[config.mk]
export PLATFORM = sky130hd
export DESIGN_NAME = sadc_frame_ctrl
export DESIGN_NICKNAME = d
export VERILOG_FILES = /design/src/rtl/sadc_pkg.sv /design/src/rtl/sadc_sclk_gen.sv /design/src/rtl/sadc_cfg_tx.sv /design/src/rtl/sadc_rx_shift.sv /design/src/rtl/sadc_frame_ctrl.sv
export SDC_FILE = /design/constraint.sdc
export NUM_CORES = 1
export LEC_CHECK = 0
export CAP_MARGIN = 20
export CORE_UTILIZATION = 61
export CTS_BUF_LIST = sky130_fd_sc_hd__clkbuf_4 sky130_fd_sc_hd__clkbuf_8 sky130_fd_sc_hd__clkbuf_16
export CTS_CLUSTER_DIAMETER = 150
export DETAILED_ROUTE_END_ITERATION = 6
export DONT_BUFFER_PORTS = 1
export GPL_ROUTABILITY_DRIVEN = 0
export PLACE_DENSITY = 0.77
export SYNTH_ARGS = -nofsm -noshare
export SYNTH_HDL_FRONTEND = slang
export SYNTH_SLANG_ARGS = --single-unit
[constraint.sdc]
create_clock -name clk -period 5.2 [get_ports clk]
set_input_delay 1.04 -clock clk [delete_from_list [all_inputs] [get_ports clk]]
set_output_delay 1.04 -clock clk [all_outputs]
set_load 0.01 [all_outputs]
[src/rtl/sadc_pkg.sv]
// Package: shared constants, state encoding and frame-length helper for the
// serial ADC host frame controller. Assumes an 8-bit converter result.
package sadc_pkg;

    localparam int RES_W     = 8;   // result bits returned by the converter
    localparam int CFG_W     = 4;   // start, sgl/diff, odd/sign, padding
    localparam int FRAME_RX  = 12;  // serial clocks in a receive-only frame
    localparam int FRAME_CFG = 16;  // serial clocks in a configuration frame
    localparam int CNT_W     = $clog2(FRAME_CFG + 1);

    typedef enum logic [1:0] {
        ST_IDLE = 2'd0,
        ST_RUN  = 2'd1,
        ST_GAP  = 2'd2
    } sadc_state_e;

    // Number of serial clocks in a frame for the given mode bit.
    function automatic logic [CNT_W-1:0] frame_len(input logic mode);
        return mode ? CNT_W'(FRAME_CFG) : CNT_W'(FRAME_RX);
    endfunction

endpackage

[src/rtl/sadc_sclk_gen.sv]
// Serial clock generator. While run is high it toggles sclk every
// half_lim+1 system cycles, starting from a low phase. It reports the cycle
// whose edge makes sclk rise or fall. Assumes run drops in the cycle after the
// final falling event, which brings the counter and sclk back to rest.
module sadc_sclk_gen #(
    parameter int DIV_W = 8
) (
    input  logic             clk,
    input  logic             rst_n,
    input  logic             run,
    input  logic [DIV_W-1:0] half_lim,
    output logic             sclk,
    output logic             rise_evt,
    output logic             fall_evt
);

    logic [DIV_W-1:0] hcnt_q;
    logic             sclk_q;
    logic             tick;

    // Half period elapses when the counter reaches the limit.
    assign tick     = run && (hcnt_q == half_lim);
    assign rise_evt = tick && !sclk_q;
    assign fall_evt = tick &&  sclk_q;
    assign sclk     = sclk_q;

    // Half-period counter and serial clock level.
    always_ff @(posedge clk) begin
        if (!rst_n || !run) begin
            hcnt_q <= '0;
            sclk_q <= 1'b0;
        end else if (tick) begin
            hcnt_q <= '0;
            sclk_q <= ~sclk_q;
        end else begin
            hcnt_q <= hcnt_q + 1'b1;
        end
    end

endmodule

[src/rtl/sadc_cfg_tx.sv]
// Configuration word sender. On load it presets the word (start bit first)
// when configuration mode is chosen, or all zeros otherwise. It shifts one
// bit on every falling serial clock, so each bit is stable across a rising
// edge. Assumes load and shift never coincide.
module sadc_cfg_tx #(
    parameter int CFG_W = 4
) (
    input  logic clk,
    input  logic rst_n,
    input  logic load,
    input  logic cfg_mode,
    input  logic cfg_sgl,
    input  logic cfg_odd,
    input  logic shift,
    output logic din
);

    logic [CFG_W-1:0] word_q;
    logic [CFG_W-1:0] word_init;

    // Word layout, first bit out at the top: start, sgl, odd, then padding.
    always_comb begin
        word_init = '0;
        if (cfg_mode) begin
            word_init[CFG_W-1] = 1'b1;
            word_init[CFG_W-2] = cfg_sgl;
            word_init[CFG_W-3] = cfg_odd;
        end
    end

    // Load at frame start, shift toward the top on each falling edge.
    always_ff @(posedge clk) begin
        if (!rst_n) begin
            word_q <= '0;
        end else if (load) begin
            word_q <= word_init;
        end else if (shift) begin
            word_q <= {word_q[CFG_W-2:0], 1'b0};
        end
    end

    assign din = word_q[CFG_W-1];

endmodule

[src/rtl/sadc_rx_shift.sv]
// Result receiver. It samples the incoming bit at each rising serial clock
// whose index falls in the last RES_W of the frame, so null bits are skipped.
// It publishes the result with a one-cycle strobe at the final edge.
// Assumes rise_idx counts rising edges from zero within the frame.
module sadc_rx_shift #(
    parameter int RES_W = 8,
    parameter int CNT_W = 5
) (
    input  logic             clk,
    input  logic             rst_n,
    input  logic             rise_evt,
    input  logic [CNT_W-1:0] rise_idx,
    input  logic [CNT_W-1:0] frame_n,
    input  logic             bit_in,
    output logic [RES_W-1:0] data,
    output logic             valid
);

    logic [RES_W-1:0] shreg_q;
    logic [RES_W-1:0] data_q;
    logic             valid_q;
    logic             take;
    logic             last;

    assign take = rise_evt && (rise_idx >= (frame_n - CNT_W'(RES_W)));
    assign last = rise_evt && (rise_idx == (frame_n - 1'b1));

    // Collect result bits MSB first.
    always_ff @(posedge clk) begin
        if (!rst_n) begin
            shreg_q <= '0;
        end else if (take) begin
            shreg_q <= {shreg_q[RES_W-2:0], bit_in};
        end
    end

    // Publish the completed word with a single-cycle strobe.
    always_ff @(posedge clk) begin
        if (!rst_n) begin
            data_q  <= '0;
            valid_q <= 1'b0;
        end else begin
            valid_q <= last;
            if (last) begin
                data_q <= {shreg_q[RES_W-2:0], bit_in};
            end
        end
    end

    assign data  = data_q;
    assign valid = valid_q;

endmodule

[src/rtl/sadc_frame_ctrl.sv]
// Top of the serial ADC host frame controller. The sequencer accepts a
// request when idle and latches mode, channel bits and divider. It runs the
// serial clock for 12 or 16 periods with select low, then keeps select high
// for one serial period before it goes idle. Assumes the converter changes its
// data after each falling edge, so sampling at the rising edge is safe.
module sadc_frame_ctrl
    import sadc_pkg::*;
#(
    parameter int DIV_W = 8
) (
    input  logic             clk,
    input  logic             rst_n,
    input  logic             start,
    input  logic             cfg_mode,
    input  logic             cfg_sgl,
    input  logic             cfg_odd,
    input  logic [DIV_W-1:0] half_div,
    input  logic             adc_dout,
    output logic             cs_n,
    output logic             sclk,
    output logic             adc_din,
    output logic             busy,
    output logic             res_valid,
    output logic [RES_W-1:0] res_data,
    output logic             res_mode,
    output logic             res_sgl,
    output logic             res_odd
);

    sadc_state_e      state_q;
    logic [DIV_W-1:0] lim_q;
    logic             mode_q, sgl_q, odd_q;
    logic [CNT_W-1:0] rcnt_q, fcnt_q;
    logic [DIV_W:0]   gcnt_q;
    logic [CNT_W-1:0] frame_n;
    logic             accept, running, rise_evt, fall_evt;

    assign accept  = (state_q == ST_IDLE) && start;
    assign running = (state_q == ST_RUN);
    assign frame_n = frame_len(mode_q);

    // Frame sequencer: idle, clocking, inter-frame gap.
    always_ff @(posedge clk) begin
        if (!rst_n) begin
            state_q <= ST_IDLE;
            lim_q   <= '0;
            mode_q  <= 1'b0;
            sgl_q   <= 1'b0;
            odd_q   <= 1'b0;
            rcnt_q  <= '0;
            fcnt_q  <= '0;
            gcnt_q  <= '0;
        end else begin
            case (state_q)
                ST_IDLE: begin
                    if (accept) begin
                        state_q <= ST_RUN;
                        lim_q   <= half_div;
                        mode_q  <= cfg_mode;
                        sgl_q   <= cfg_mode & cfg_sgl;
                        odd_q   <= cfg_mode & cfg_odd;
                        rcnt_q  <= '0;
                        fcnt_q  <= '0;
                    end
                end
                ST_RUN: begin
                    if (rise_evt) begin
                        rcnt_q <= rcnt_q + 1'b1;
                    end
                    if (fall_evt) begin
                        fcnt_q <= fcnt_q + 1'b1;
                        if (fcnt_q == frame_n - 1'b1) begin
                            state_q <= ST_GAP;
                            gcnt_q  <= '0;
                        end
                    end
                end
                ST_GAP: begin
                    if (gcnt_q == {lim_q, 1'b1}) begin
                        state_q <= ST_IDLE;
                    end else begin
                        gcnt_q <= gcnt_q + 1'b1;
                    end
                end
                default: state_q <= ST_IDLE;
            endcase
        end
    end

    sadc_sclk_gen #(.DIV_W(DIV_W)) i_sclk (
        .clk      (clk),
        .rst_n    (rst_n),
        .run      (running),
        .half_lim (lim_q),
        .sclk     (sclk),
        .rise_evt (rise_evt),
        .fall_evt (fall_evt)
    );

    sadc_cfg_tx #(.CFG_W(CFG_W)) i_cfg (
        .clk      (clk),
        .rst_n    (rst_n),
        .load     (accept),
        .cfg_mode (cfg_mode),
        .cfg_sgl  (cfg_sgl),
        .cfg_odd  (cfg_odd),
        .shift    (fall_evt),
        .din      (adc_din)
    );

    sadc_rx_shift #(.RES_W(RES_W), .CNT_W(CNT_W)) i_rx (
        .clk      (clk),
        .rst_n    (rst_n),
        .rise_evt (rise_evt),
        .rise_idx (rcnt_q),
        .frame_n  (frame_n),
        .bit_in   (adc_dout),
        .data     (res_data),
        .valid    (res_valid)
    );

    assign cs_n     = !running;
    assign busy     = (state_q != ST_IDLE);
    assign res_mode = mode_q;
    assign res_sgl  = sgl_q;
    assign res_odd  = odd_q;

endmodule

# ---- After elaboration in Yosys (flattened, before gate mapping)
# Cells that the tools add are included.
dict set report classes {
  bitwise 3
  n_eq_ne 12
  mux 18
  n_lt_le_gt_ge 1
  add_sub_neg 6
  reduce_logical 21
}
# operator n
set ops {}
lappend ops {{$mux W9} 3}
lappend ops {{$mux W5} 4}
lappend ops {{$pmux W5 S2} 2}
lappend ops {{$pmux W9 S2} 1}
lappend ops {{$add A5 B1 Y5 const B} 2}
lappend ops {{$eq A5 B5 Y1} 2}
lappend ops {{$ne A2 B2 Y1 const B} 5}
lappend ops {{$add A9 B1 Y9 const B} 1}
lappend ops {{$eq A9 B9 Y1} 1}
lappend ops {{$add A8 B1 Y8 const B} 1}
lappend ops {{$eq A8 B8 Y1} 1}
lappend ops {{$mux W2} 4}
lappend ops {{$mux W4} 2}
lappend ops {{$reduce_and A4 Y1} 2}
lappend ops {{$reduce_bool A2 Y1} 4}
lappend ops {{$logic_and A1 B1 Y1} 6}
lappend ops {{$pmux W2 S3} 1}
lappend ops {{$reduce_and A3 Y1} 2}
lappend ops {{$ge A5 B5 Y1} 1}
lappend ops {{$sub A5 B1 Y5 const B} 1}
lappend ops {{$sub A5 B4 Y5 const B} 1}
lappend ops {{$logic_not A1 Y1} 3}
lappend ops {{$mux W3} 1}
lappend ops {{$and A1 B1 Y1} 2}
lappend ops {{other kinds (8)} 8}
dict set report word_totals {
  output_inout_bits 16
  reg_bits 60
}

# ---- Depth between registers and ports, before layout
# Gate-level depths: netlist of the first run.
dict set report logic_depth {
  depth_word 6
  depth_mapped 7
  depth_no_buf 7
}

# ---- Hierarchy
# A second synthesis of the first run with hierarchy kept.
dict set report hier_totals {
  cells_unflattened 330
  hier_area_um2 3025.4
}
# module instances area_each_um2 cells_each
set by_module_without_submodules {}
lappend by_module_without_submodules {sadc_frame_ctrl 1 1591.5 185}
lappend by_module_without_submodules {sadc_rx_shift 1 814.5 84}
lappend by_module_without_submodules {sadc_sclk_gen 1 478.0 49}
lappend by_module_without_submodules {sadc_cfg_tx 1 141.4 12}

# ---- Worst setup path before layout of the first run
# No wires, ideal clock.
dict set report synth_path {
  path_type {input to register}
  from {in rst_n}
  to {reg fcnt_q[4]}
  n_path_buf 1
  arrival_ns 2.011
  stages 4
  required_ns 5.131
  slack_ns 3.120
  cell_sequence {clkbuf_1 -> clkinv_1 -> o41a_1 -> o21ai_1}
}
# item line
set synth_lines {}
lappend synth_lines {{start: declaration} sadc_frame_ctrl.sv:12} ;# input logic rst_n,
lappend synth_lines {{end signal: assignment} sadc_frame_ctrl.sv:71} ;# fcnt_q <= fcnt_q + 1'b1;
lappend synth_lines {{end: declaration} sadc_frame_ctrl.sv:33} ;# logic [CNT_W-1:0] rcnt_q, fcnt_q;

# ---- Final worst setup path of the first run
dict set report layout_path {
  from {reg state_q[0]}
  to {reg i_rx.data_q[6], in the netlist i_rx.data[6]}
}
dict set report layout_via {
  elab_chain_cells 4
}
# item line
set layout_rtl {}
lappend layout_rtl {{start: declaration} sadc_frame_ctrl.sv:30} ;# sadc_state_e state_q;
lappend layout_rtl {{start signal: assignment} sadc_frame_ctrl.sv:45} ;# state_q <= ST_IDLE;
lappend layout_rtl {{start signal: assignment} sadc_frame_ctrl.sv:57} ;# state_q <= ST_RUN;
lappend layout_rtl {{start signal: assignment} sadc_frame_ctrl.sv:73} ;# state_q <= ST_GAP;
lappend layout_rtl {{$eq A2 B1 Y1} sadc_frame_ctrl.sv:39} ;# assign running = (state_q == ST_RUN);
lappend layout_rtl {{$logic_and A1 B1 Y1} sadc_sclk_gen.sv:22} ;# assign tick = run && (hcnt_q == half_lim);
lappend layout_rtl {{$logic_and A1 B1 Y1} sadc_sclk_gen.sv:23} ;# assign rise_evt = tick && !sclk_q;
lappend layout_rtl {{$logic_and A1 B1 Y1} sadc_rx_shift.sv:26} ;# assign last = rise_evt && (rise_idx == (frame_n - 1'b1));
lappend layout_rtl {{end signal: assignment} sadc_rx_shift.sv:45} ;# data_q <= {shreg_q[RES_W-2:0], bit_in};
lappend layout_rtl {{end: declaration} sadc_rx_shift.sv:20} ;# logic [RES_W-1:0] data_q;
# Every way passes these cells.
# A chain may end at the register's enable or synchronous reset.

==> results of run 1 <==
## flip-flops by register name (all words and copies together) (netlist names)
| name | count |
|---|---|
| res_odd | 1 |
| i_sclk.hcnt_q | 8 |
| i_rx.shreg_q | 7 |
| i_rx.data | 8 |
| res_sgl | 1 |
| lim_q | 8 |
| rcnt_q | 5 |
| i_sclk.sclk | 1 |
| res_mode | 1 |
| state_q | 2 |
| i_cfg.word_q | 3 |
| gcnt_q | 9 |
| fcnt_q | 5 |
| i_rx.valid | 1 |
## metrics by stage
| step | cell area (sq um) | total power [uW] | setup WS [ns] | hold slack (ns) |
|---|---|---|---|---|
| after detailed placement | 2825 | 550.6 | 2.587 | 0.4694 |
| after floorplan | 2810 | 538.6 | 3.120 | 0.4476 |
| after global routing | 2987 | 926.2 | 2.261 | 0.5014 |
| final | 2987 | 891.3 | 2.558 | 0.4753 |
| after global placement | 2825 | 549.4 | 2.694 | 0.4568 |
| after CTS | 2987 | 900.5 | 2.573 | 0.4767 |
## worst reg2reg max path: cells and delay by family, from the launching register on
| family | cells | cell delay, ns |
|---|---|---|
| buf+inv | 1 | 0.10 |
| flops | 1 | 0.39 |
| compound gates | 2 | 0.39 |
| simple gates | 3 | 1.62 |
## cell usage in the layout (no fill, tap or decap), drive strengths merged, types with 3 or more instances in the layout
| master | instances |
|---|---|
| o21ai | 13 |
| nor3 | 8 |
| nand4 | 13 |
| clkbuf | 12 |
| and3 | 4 |
| o211ai | 3 |
| a31oi | 6 |
| mux2i | 10 |
| clkinv | 4 |
| nand2 | 39 |
| a21oi | 29 |
| and2 | 4 |
| inv | 9 |
| nor2 | 24 |
| xor2 | 22 |
| nand3 | 35 |
| dfxtp | 60 |
| ha | 7 |
## per-layer routing
| metal | wire (um) | track usage (%) |
|---|---|---|
| met5 | 0 | 0 |
| met4 | 159 | 14.22 |
| met3 | 264 | 6.205 |
| met2 | 2470 | 38.46 |
| met1 | 2748 | 32.53 |
## path summary, 6_finish.rpt
check,end,slack [ns],from
setup / recovery,i_rx.data[6],2.56,state_q[0]
hold / removal,i_cfg.word_q[1],0.48,i_cfg.word_q[1]
setup reg to reg,i_rx.data[6],2.56,state_q[0]
hold reg to reg,i_cfg.word_q[1],0.48,i_cfg.word_q[1]
## where the power goes
part | internal (uW) | leakage, uW | switching [uW]
clock network | 184 | 0.0000902 | 167
registers | 468 | 0.000486 | 9.95
logic | 20.0 | 0.000643 | 42.9
## area by class of cell
type,instances,area [sq um]
Fill cell,370,1398
Tap cell,52,65.06
Timing Repair Buffer,2,15.01
Sequential cell,60,1201
Clock buffer,12,146.4
Inverter,10,37.54
Multi-Input combinational cell,246,1506
Clock inverter,3,15.01
## cells by family (layout without fill, tap and decap cells)
| group | Yosys count | after routing | synth area share (%) |
|---|---|---|---|
| AOI/OAI and AO/OA | 64 | 64 | 14.03 |
| buffers and inverters | 24 | 27 | 3.651 |
| adders and majority gates | 7 | 7 | 3.117 |
| and+or+nand+nor | 141 | 141 | 25.42 |
| muxes | 10 | 10 | 3.562 |
| DFF | 60 | 60 | 42.74 |
| xor gates and xnor gates | 24 | 24 | 7.480 |
==> results.sh, run 1 <==
export IMPL_yosys_warnings=0
export IMPL_grt_max_degree=39
export IMPL_powerDensity_nw_per_um2=298.4
export IMPL_portBuffers=0
export IMPL_critical_path_max_fanout=11
export IMPL_cell_count_along_the_critical_path=6
export IMPL_avgViaCountPerCell=5.995
export IMPL_tritoncts_num_buffers=9
export IMPL_cp_num_buf_inv=1
export IMPL_clk_pin_slew_ns=0.06
export IMPL_postSynthAreaPerCell_sq_um=8.516
export IMPL_cts_hold_buf=0
export IMPL_syn_inst=330
export IMPL_utilization_pct=68.12
export IMPL_synth_top_cell_by_area="sky130_fd_sc_hd__dfxtp_1"
export IMPL_clock_latency_ns=0.34
export IMPL_synth_edff_count=0
export IMPL_fmax_mhz=378.5
export IMPL_slowest_stage="sky130_fd_sc_hd__nor4_2"
export IMPL_die_width_um=69.88
export IMPL_criticalPathCategory="flip-flop to flip-flop"
export IMPL_wl_per_cell_um=14.65
export IMPL_synth_nets=352
export IMPL_cts_htree_levels=3
export IMPL_post_detail_place_hpwl_um=3928
export IMPL_drt_pre_antenna_iters=4
export IMPL_min_delay_path_depth=2
export IMPL_min_path_type="flip-flop to flip-flop"
export IMPL_post_route_cells_drive_above_1_share_pct=8.408
export IMPL_element_type_at_the_critical_path_start="flip-flop"
export IMPL_worst_setup_path_end_kind="flip-flop"
export IMPL_dominant_register_cell_in_the_synthesized_netlist="sky130_fd_sc_hd__dfxtp_1"
export IMPL_core_region_area_sq_um=4384
export IMPL_crit_family="simple AND/OR/NAND/NOR gates"
export IMPL_cell_count_after_placement=370
export IMPL_tightestPinTransition_ns=0.9836
export IMPL_io_pin_count=31
export IMPL_yosysMostFrequentCell="sky130_fd_sc_hd__dfxtp_1"
export IMPL_synthToLayoutAreaGrowth_pct=6.278
export IMPL_timing_slew_headroom_pct=33.88
export IMPL_globalRouteTotalUtil_pct=25.19
export IMPL_die_h_um=69.88
export IMPL_cts_root_buf="sky130_fd_sc_hd__clkbuf_8"
export IMPL_antenna_diode_count=0
export IMPL_first_pass_grt_wire_length_um=9694
export IMPL_finalSetupViolations=0
export IMPL_finalCriticalPeriod_ns=2.642
export IMPL_routed_wirelength_um=5642
export IMPL_post_cts_repair_setup_buffers=0
export IMPL_ys_async_sr_fraction_pct=0
export IMPL_number_of_antenna_violations_at_the_first_check_in_global_routing=0
export IMPL_detail_route_iter0_violations=176
export IMPL_cts_max_path_buffers=2
export IMPL_ys_seq_elements=60
export IMPL_rsz0062_at_grt="false"
export IMPL_tritoncts_num_sinks=60
export IMPL_tritoncts="done"
export IMPL_slew_violations=0
export IMPL_synth_unique_cells=52
export IMPL_totalNegativeSetupSlack_ns=0
export IMPL_fp_dieArea_sq_um=4883
export IMPL_cts_resized_gates=0
export IMPL_critPathMaxStageDelay_ns=0.87
export IMPL_vdd_drop_max_uv=207.1
export IMPL_cp_required_ns=5.40
export IMPL_post_synth_top_area_fraction_pct=42.74
export IMPL_final_min_period_over_clock_period_pct=50.80
export IMPL_crit_chain="and2b_2 -> inv_2 -> nor4_2 -> nand4_1 -> o21ai_0 -> a21oi_1"
export IMPL_drv_cap=0
export IMPL_worst_clock_skew_ns=0.006624
export IMPL_initial_core_util_pct=64.10
export IMPL_finalNetCount=351
export IMPL_status="completed"
export IMPL_synthesis_area_sq_um=2810
export IMPL_ant_nets=0
export IMPL_via_count=2308
export IMPL_vias_in_the_first_global_route=2190
export IMPL_sum_of_overflow_across_all_layers_after_global_routing=0
export IMPL_synth_yosys_seq_area_share_pct=42.74
export IMPL_worstRegToRegCells=6
export IMPL_drc_errors=0
export IMPL_stdcell_count=385
export IMPL_row_count=24
export IMPL_cp_data_arrival_time_ns=2.84
export IMPL_power_static_leakage_uw=0.001219
export IMPL_synth_area_leaders="sky130_fd_sc_hd__dfxtp_1 43%, sky130_fd_sc_hd__xor2_1 6.9%, sky130_fd_sc_hd__nand3_1 6.2%, sky130_fd_sc_hd__nand2_1 5.2%, sky130_fd_sc_hd__a21oi_1 5.2%"
export IMPL_yosys_top_cells_count="60 x sky130_fd_sc_hd__dfxtp_1, 39 x sky130_fd_sc_hd__nand2_1, 35 x sky130_fd_sc_hd__nand3_1"
export IMPL_hold_violations=0
(Power assumes the default switching activity.)
==> inputs of run 2 (changes only) <==
- CORE_UTILIZATION: 61 -> 56
- PLACE_DENSITY: 0.77 -> 0.74
- clock period: 5.2 -> 2.21 ns (I/O delays scaled with it)
==> results.sh, run 2 (synthesized netlist as in run 1, its figures left out) <==
export IMPL_status="completed"
export IMPL_fp_dieArea_sq_um=5306
export IMPL_tritoncts="done"
export IMPL_grt_max_degree=32
export IMPL_io_pin_count=31
export IMPL_row_count=25
export IMPL_critPathMaxStageDelay_ns=0.34
export IMPL_crit_chain="and2b_2 -> inv_2 -> nor4_2 -> buf_4 -> nand4_1 -> o21ai_0 -> a21oi_1"
export IMPL_worst_clock_skew_ns=0.006052
export IMPL_cts_root_buf="sky130_fd_sc_hd__clkbuf_8"
export IMPL_sum_of_overflow_across_all_layers_after_global_routing=0
export IMPL_detail_route_iter0_violations=202
export IMPL_vdd_drop_max_uv=436.0
export IMPL_timing_slew_headroom_pct=57.24
export IMPL_post_detail_place_hpwl_um=4321
export IMPL_stdcell_count=407
export IMPL_number_of_antenna_violations_at_the_first_check_in_global_routing=0
export IMPL_tritoncts_num_buffers=9
export IMPL_slowest_stage="sky130_fd_sc_hd__dfxtp_1"
export IMPL_most_frequent_cells_in_the_layout="60 x sky130_fd_sc_hd__dfxtp_1, 39 x sky130_fd_sc_hd__nand2_1, 35 x sky130_fd_sc_hd__nand3_1"
export IMPL_finalNetCount=358
export IMPL_cts_max_path_buffers=2
export IMPL_min_path_type="primary input to flip-flop"
export IMPL_clk_pin_slew_ns=0.06
export IMPL_drc_errors=0
export IMPL_hold_violations=0
export IMPL_final_min_period_over_clock_period_pct=93.53
export IMPL_ant_nets=0
export IMPL_cp_required_ns=2.42
export IMPL_critical_path_max_fanout=11
export IMPL_tightestPinTransition_ns=0.6366
export IMPL_design_area_sq_um=3088
export IMPL_drt_pre_antenna_iters=4
export IMPL_wl_per_cell_um=15.13
export IMPL_criticalPathCategory="flip-flop to flip-flop"
export IMPL_die_h_um=72.84
export IMPL_pre_cts_ws_ns=0.1705
export IMPL_post_cts_repair_setup_buffers=0
export IMPL_cts_resized_gates=0
export IMPL_cts_htree_levels=3
export IMPL_element_type_at_the_critical_path_start="flip-flop"
export IMPL_cts_hold_buf=0
export IMPL_core_region_area_sq_um=4786
export IMPL_slew_violations=0
export IMPL_vias_in_the_first_global_route=2142
export IMPL_synthToLayoutAreaGrowth_pct=9.884
export IMPL_via_count=2357
export IMPL_first_pass_grt_wire_length_um=10010
export IMPL_initial_core_util_pct=58.72
export IMPL_die_width_um=72.84
export IMPL_finalSetupViolations=0
export IMPL_final_fill_count=424
export IMPL_powerDensity_nw_per_um2=720.7
export IMPL_routed_wirelength_um=6158
export IMPL_registers_top_by_ff_count="gcnt_q"
export IMPL_rsz0062_at_grt="false"
export IMPL_cp_data_arrival_time_ns=2.28
export IMPL_clock_latency_ns=0.33
export IMPL_finalCriticalPeriod_ns=2.067
export IMPL_totalNegativeSetupSlack_ns=0
export IMPL_globalRouteTotalUtil_pct=25.00
export IMPL_post_route_cells_drive_above_1_share_pct=10.29
export IMPL_avgViaCountPerCell=5.791
export IMPL_setup_ws_ns=0.1429
export IMPL_power_static_leakage_uw=0.001267
export IMPL_layout_cells_most_common="sky130_fd_sc_hd__dfxtp_1"
export IMPL_drv_cap=0
export IMPL_tritoncts_num_sinks=60
export IMPL_cell_count_after_placement=392
export IMPL_worst_setup_path_end_kind="flip-flop"
export IMPL_largest_register_ffs=9
export IMPL_antenna_diode_count=0
export IMPL_detailed_place_area_sq_um=2897
export IMPL_fmax_mhz=483.8
export IMPL_portBuffers=0
-- run 2: changes by cell type in the layout (fill, tap and decap cells not counted), sizes merged --
cell / previous run / this run
buf: 2 / 9
clkbuf: 12 / 14
clkinv: 4 / 2
-- run 2: final timing paths --
check	startpoint	endpoint	slack [ns]	cells past startpoint
min	rst_n	rcnt_q[2]	0.23	1
max reg2reg	state_q[1]	i_rx.data[6]	0.14	7
min reg2reg	i_cfg.word_q[1]	i_cfg.word_q[1]	0.47	2
max	state_q[1]	i_rx.data[6]	0.14	7
-- run 2: power breakdown --
| group | leakage [uW] | internal, uW | switching [uW] |
|---|---|---|---|
| logic | 0.000679 | 54.9 | 110 |
| clock network | 0.000102 | 534 | 405 |
| registers | 0.000486 | 1100 | 20.3 |
-- run 2: final cells by class --
type / count / area (sq um) / area share [%]
multi-input combinational: 246 / 1506 / 48.78
sequential: 60 / 1201 / 38.90
clock buffer: 14 / 186.4 / 6.037
tap: 67 / 83.83 / 2.715
timing repair buffer: 9 / 67.56 / 2.188
inverter: 10 / 37.54 / 1.216
clock inverter: 1 / 5.005 / 0.1621
-- run 2: critical path, delay by kind of cell (launching register included) --
kind | cells | cell delay, ns
buf+inv | 2 | 0.32
simple gates | 3 | 0.89
flops | 1 | 0.34
compound gates | 2 | 0.38
-- run 2: layer usage --
metal / GRT usage [%] / wire (um)
met4: 9.368 / 75
met5: 0 / 0
met3: 6.492 / 292
met2: 40.71 / 2926
met1: 31.81 / 2864
-- run 2: stage by stage --
| step | utilization, % | power [uW] | hold slack, ns |
|---|---|---|---|
| 2_1_floorplan | - | 1267 | 0.4476 |
| 3_3_place_gp | 60.52 | 1302 | 0.4621 |
| 3_5_place_dp | 60.52 | 1309 | 0.4656 |
| 4_1_cts | 64.52 | 2239 | 0.2246 |
| 5_1_grt | 64.52 | 2316 | 0.2138 |
| 6_report | 64.52 | 2226 | 0.2311 |
